File: src/rtl/srp_seq.sv
module srp_seq #(
  parameter int TICKS_PER_MS = 1000,
  parameter int EARLY_MS     = 3,
  parameter int SUSP_MS      = 10,
  parameter int SE0_MS       = 2,
  parameter int DP_MS        = 7
) (
  input  logic       clk,
  input  logic       rst_n,
  input  logic       tick,
  input  logic [1:0] line_st,
  input  logic       vbus_valid,
  input  logic       b_sess_valid,
  input  logic       sess_req,
  input  logic [7:0] vb_pulse_ms,
  input  logic [7:0] resp_timeout_ms,
  input  logic [3:0] flag_clr,
  output logic       dischrg_vbus,
  output logic       chrg_vbus,
  output logic       dp_pulse,
  output logic       early_susp,
  output logic       susp,
  output logic       srp_ok,
  output logic       srp_fail,
  output logic       irq
);
  localparam int PW = $clog2(TICKS_PER_MS + 1);
  localparam int IW = $clog2(SUSP_MS + 1);
  localparam int SW = $clog2(SE0_MS + 1);
  localparam int CW = 8;
  localparam logic [1:0] LS_J   = 2'b00;
  localparam logic [1:0] LS_SE0 = 2'b10;

  typedef enum logic [2:0] {S_IDLE, S_ARM, S_DP, S_GAP, S_VB, S_WAIT} st_t;

  logic [PW-1:0] pre;
  logic [IW-1:0] idle_cnt;
  logic [SW-1:0] se0_cnt;
  logic [CW-1:0] ph_cnt, len;
  st_t           state, nstate;

  wire ms       = tick && (pre == PW'(TICKS_PER_MS - 1));
  wire quiet    = (line_st == LS_J) || (line_st == LS_SE0);
  wire on_se0   = (line_st == LS_SE0);
  wire susp_det = (idle_cnt == IW'(SUSP_MS));
  wire se0_ok   = (se0_cnt == SW'(SE0_MS));
  wire early_hit = quiet && ms && (idle_cnt == IW'(EARLY_MS - 1));
  wire susp_hit  = quiet && ms && (idle_cnt == IW'(SUSP_MS - 1));
  wire pulsing   = (state == S_DP) || (state == S_GAP) || (state == S_VB) || (state == S_WAIT);
  wire ph_last   = ms && (({1'b0, ph_cnt} + 9'd1) >= {1'b0, len});
  wire ok_hit    = pulsing && vbus_valid;
  wire fail_hit  = (state == S_WAIT) && !vbus_valid && ph_last;

  always_ff @(posedge clk or negedge rst_n)
    if (!rst_n) pre <= '0;
    else if (tick) pre <= ms ? '0 : pre + 1'b1;

  always_ff @(posedge clk or negedge rst_n)
    if (!rst_n) idle_cnt <= '0;
    else if (!quiet) idle_cnt <= '0;
    else if (ms && !susp_det) idle_cnt <= idle_cnt + 1'b1;

  always_ff @(posedge clk or negedge rst_n)
    if (!rst_n) se0_cnt <= '0;
    else if (!on_se0) se0_cnt <= '0;
    else if (ms && !se0_ok) se0_cnt <= se0_cnt + 1'b1;

  always_comb
    case (state)
      S_DP:    len = CW'(DP_MS);
      S_VB:    len = vb_pulse_ms;
      default: len = resp_timeout_ms;
    endcase

  always_comb begin
    nstate = state;
    case (state)
      S_IDLE: if (sess_req) nstate = S_ARM;
      S_ARM:  if (se0_ok && !b_sess_valid) nstate = S_DP;
      S_DP:   if (vbus_valid) nstate = S_IDLE; else if (ph_last) nstate = S_GAP;
      S_GAP:  if (vbus_valid) nstate = S_IDLE; else if (tick) nstate = S_VB;
      S_VB:   if (vbus_valid) nstate = S_IDLE; else if (ph_last) nstate = S_WAIT;
      S_WAIT: if (vbus_valid || ph_last) nstate = S_IDLE;
      default: nstate = S_IDLE;
    endcase
  end

  always_ff @(posedge clk or negedge rst_n)
    if (!rst_n) begin
      state  <= S_IDLE;
      ph_cnt <= '0;
    end else begin
      state <= nstate;
      if (nstate != state) ph_cnt <= '0;
      else if (ms && pulsing) ph_cnt <= ph_cnt + 1'b1;
    end

  always_ff @(posedge clk or negedge rst_n)
    if (!rst_n) begin
      early_susp <= 1'b0;
      susp       <= 1'b0;
      srp_ok     <= 1'b0;
      srp_fail   <= 1'b0;
    end else begin
      early_susp <= early_hit || (early_susp && !flag_clr[0]);
      susp       <= susp_hit  || (susp       && !flag_clr[1]);
      srp_ok     <= ok_hit    || (srp_ok     && !flag_clr[2]);
      srp_fail   <= fail_hit  || (srp_fail   && !flag_clr[3]);
    end

  assign dp_pulse     = (state == S_DP);
  assign chrg_vbus    = (state == S_VB);
  assign dischrg_vbus = susp_det && ((state == S_IDLE) || (state == S_ARM));
  assign irq          = srp_ok || srp_fail;

  assert_no_overlap_R6: assert property (@(posedge clk) disable iff (!rst_n)
    !(dp_pulse && chrg_vbus));
  assert_gap_before_charge_R6: assert property (@(posedge clk) disable iff (!rst_n)
    $rose(chrg_vbus) |-> !$past(dp_pulse));
  assert_no_dischrg_with_chrg_R3: assert property (@(posedge clk) disable iff (!rst_n)
    !(dischrg_vbus && chrg_vbus));
  assert_start_guard_R5: assert property (@(posedge clk) disable iff (!rst_n)
    $rose(dp_pulse) |-> ($past(se0_cnt) == SW'(SE0_MS)) && !$past(b_sess_valid));
  assert_ok_stops_pulses_R7: assert property (@(posedge clk) disable iff (!rst_n)
    $rose(srp_ok) |-> !dp_pulse && !chrg_vbus);
  assert_fail_from_wait_R8: assert property (@(posedge clk) disable iff (!rst_n)
    $rose(srp_fail) |-> $past(state) == S_WAIT);
  assert_busy_req_ignored_R9: assert property (@(posedge clk) disable iff (!rst_n)
    (sess_req && state != S_IDLE) |=> (state != S_ARM || $past(state) == S_ARM));
  assert_fail_sticky_R10: assert property (@(posedge clk) disable iff (!rst_n)
    (srp_fail && !flag_clr[3]) |=> srp_fail);
endmodule

File: config.mk
export PLATFORM = sky130hd
export DESIGN_NAME = srp_seq
export DESIGN_NICKNAME = d
export VERILOG_FILES = /design/src/rtl/srp_seq.sv
export SDC_FILE = /design/constraint.sdc
export NUM_CORES = 1
export LEC_CHECK = 0
export BUFFER_PORTS_ARGS = -buffer_cell sky130_fd_sc_hd__buf_2
export CORE_UTILIZATION = 40
export CTS_CLUSTER_SIZE = 40
export DETAILED_ROUTE_END_ITERATION = 8
export SLEW_MARGIN = 15
export SYNTH_ARGS = -nofsm -noshare
export SYNTH_HDL_FRONTEND = slang
export SYNTH_SLANG_ARGS = --single-unit
File: constraint.sdc
create_clock -name clk -period 2.54 [get_ports clk]
set_input_delay 0.254 -clock clk [delete_from_list [all_inputs] [get_ports clk]]
set_output_delay 0.254 -clock clk [all_outputs]
set_load 0.01 [all_outputs]
==> results.md <==
- Layout cells sized above 1: 0.350
- Vias in the first global route: 1,536
- Reg power frac: 0.472
- FF-to-FF Start: state[1]
- Netlist Area Pre-Place: about 0.0020 mm2
- Worst Path Buf+Inv: 2
- Synth cell types: 48
- Crit path required time: 2.74 ns
- Worst path slowest cell: dfrtp_1
- Critical path launch point: state[1]
- Type of element launching the critical path: register
- Drt pass-1 iters: 4
- Fmax: 401 MHz
- Max clock buf depth: 2
- CP max stage delay: 0.42 ns
- Worst-Skew Late Latency: 0.28 ns
- Lkg Pwr: 1.26 nW
- Gpl congestion: 0.791
- Status: finished, final reports clean
- IO Count: 36
- Clock sinks: 31
- Die Wd: 72.5 um
- Syn avg cell area: between 9 and 10 um2
- Post-Route WL: about 4300 um
- Largest net degree at the start of global routing: 32
- Post-synthesis cell count: about 210
- Area Growth Syn to Fin: 30.8%
- FILL cells: 447
- Core Area: 0.00475 mm2
- Slew margin rel.: 0.337
- Setup WS pre-CTS: -0.0380 ns
- # H-tree levels: 2
- Metal3 WL: 169 um
- ANT nets after route: 0
- Setup violations, final: 0
- Initial antenna violation count: 0
- Yosys top cell area share: 0.390
- FF-to-FF setup slack: 0.05 ns
- Die ar.: 0.00526 mm2
- GR Overflow Total: 0
- Max-Cap Viols: 0
- Crit-path max FO: 8
- Vias per cell: 5.03
- WP data arrival: 2.69 ns
- Yosys reg bits: 31
- Combinational Power Share: 0.134
- DRT iter0 DRCs: 71
- Pint: approximately 0.95 mW
- CTS tree: yes
- Switching power: 0.323 mW
- EDFF count, synth: 0
- Ant. Diodes: 0
- Seq/Total Area, Yosys: 0.390
- Global Route Usage Sum: 0.169
- IO buf count: 35
- Top cells by area, synth: dfrtp_1 (39%), ha_1 (8.8%), xor2_1 (6.2%)
- Clock Skews: 0.00736 ns
- Power Density: between 400 and 500 mW/mm2
- Reg2reg end: ph_cnt[6]
- Synth Net Count: 253
- Post-route met1 wirelength: 2060 um
- Hold Crit Class: in2async
- Rows: 25
- Least-Margin Pin Slew: 0.995 ns
- Synth area leader: dfrtp_1
- Worst path top cell family by delay: compound AO/OA/AOI/OAI gates
- Remaining DRCs: 0
- DPL Wire Length: 2960 um
- Yosys warnings: 0
- Initial Util: 0.418
- Fin crit share: 0.982
- Post-DR wirelength/cell: 12.8 um
- Reg2Reg Depth: 11
- Net Sw Frac: 0.255
- Min cycle time layout: 2.49 ns
- Die Ht: slightly above 70 um
- CP endpoint kind: register
- Num CTS Buffers: 5
- Critical Path End: ph_cnt[6]
- Vias: roughly 1,700
- Maximum vdd ir drop: between 0.3 and 0.4 mV
- CTS clk-pin slew, worst paths: around 0.07 ns
- Uppermost layer routed: met4
- Max-slew violations: 0
- Setup slack after layout: between 0.04 and 0.05 ns
- Worst setup path class: reg2reg
- Critical-path cell list: xor2_2, and2_4, o22a_1, ha_1, nand2b_1, a211o_1, a211oi_2, buf_4, nor3_4, buf_12, nor3_2
- First-pass GRT wire length: 6840 um
- Routed length on met2: 1970 um
- Layout net count: 307
- Clk pwr share: 0.394
- Setup tns final: 0 ns
- Crit path depth: 11
- Final Hold Fails: 0
- Synth async-reset ratio: 1.00
- Root Buffer: clkbuf_8
- Post-synth top flop: dfrtp_1
## sequential cells by signal (all words and copies together) (netlist names)
register / count
pre: 10
susp: 1
srp_ok: 1
srp_fail: 1
idle_cnt: 4
se0_cnt: 2
state: 3
early_susp: 1
ph_cnt: 8
## routing by layer
| metal | global-route usage | vias to the layer above |
|---|---|---|
| li1 | - | 861 |
| met1 | 0.219 | 771 |
| met2 | 0.276 | 37 |
| met3 | 0.0500 | 6 |
| met4 | 0.0458 | 0 |
| met5 | 0 | - |
## power groups by stage
stage	Combinational (mW)	Sequential, mW	Clock, mW
2_1_floorplan	0.119	0.598	0
3_3_place_gp	0.167	0.606	0
3_5_place_dp	0.169	0.607	0
4_1_cts	0.172	0.599	0.518
5_1_grt	0.191	0.608	0.542
6_report	0.169	0.599	0.500
## cell usage in the layout, fill, tap and decap left out, drive strengths merged, types with 6 or more instances in the layout
cell type  Yosys  layout
a21oi          6       6
dfrtp         31      31
inv           13      13
nand3         11      11
clkbuf         1       6
nand2         17      17
nor3          15      15
nor2          21      21
ha            14      14
xnor2         10      10
xor2          14      14
o21ai          7       7
buf            3      51
## kinds of logic after synthesis
| family | count (synthesis) | share of synthesized area |
|---|---|---|
| AOI/OAI and AO/OA | 36 | 0.125 |
| and+or+nand+nor | 87 | 0.244 |
| buffers and inverters | 17 | 0.0371 |
| muxes | 2 | 0.0107 |
| adders and majority gates | 14 | 0.0881 |
| xor gates and xnor gates | 24 | 0.106 |
| DFF | 31 | 0.390 |
## worst min-delay path by stage
stage / startpoint / to
after global placement: rst_n / se0_cnt[0]
final: rst_n / se0_cnt[0]
after floorplan: rst_n / early_susp
after CTS: rst_n / idle_cnt[2]
after detailed placement: rst_n / se0_cnt[0]
after global routing: rst_n / idle_cnt[2]
## stage by stage
step                area (um2)  utilization  total power [mW]  cells  hold WS [ns]
floorplan                 1990            -             0.717    211       -0.0416
global placement          2310        0.486             0.773    320         0.338
detailed placement        2310        0.486             0.776    320         0.339
CTS                       2460        0.517              1.29    332        0.0288
global route              2600        0.547              1.34    333        0.0659
finish                    2600        0.547              1.27    333        0.0127
## Yosys cell counts (2+ instances only)
| master | count |
|---|---|
| a21oi_1 | 6 |
| a22oi_1 | 5 |
| buf_2 | 2 |
| dfrtp_1 | 31 |
| ha_1 | 14 |
| inv_1 | 13 |
| nand2_1 | 17 |
| nand2b_1 | 4 |
| nand3_1 | 11 |
| nand3b_1 | 2 |
| nand4_1 | 4 |
| nor2_1 | 21 |
| nor3_1 | 13 |
| nor3_2 | 2 |
| o21ai_0 | 7 |
| o22ai_1 | 2 |
| o41ai_1 | 4 |
| xnor2_1 | 10 |
| xor2_1 | 14 |
## final cells by class
type | count | area, um2 | share of cell area
Multi-Input combinational cell | 163 | 1260 | 0.485
Sequential cell | 31 | 778 | 0.299
Timing Repair Buffer | 51 | 312 | 0.120
Tap cell | 67 | 83.8 | 0.0322
Clock buffer | 6 | 82.6 | 0.0317
Inverter | 13 | 48.8 | 0.0188
Clock inverter | 2 | 35.0 | 0.0135
## repair_timing
item	in CTS	in global routing
pin swaps	1	9
hold buffers	0	0
endpoints found under the setup margin	9	11
gates resized for setup	1	25
setup buffers	4	2
Note: power is estimated with default switching activity, not from simulation.
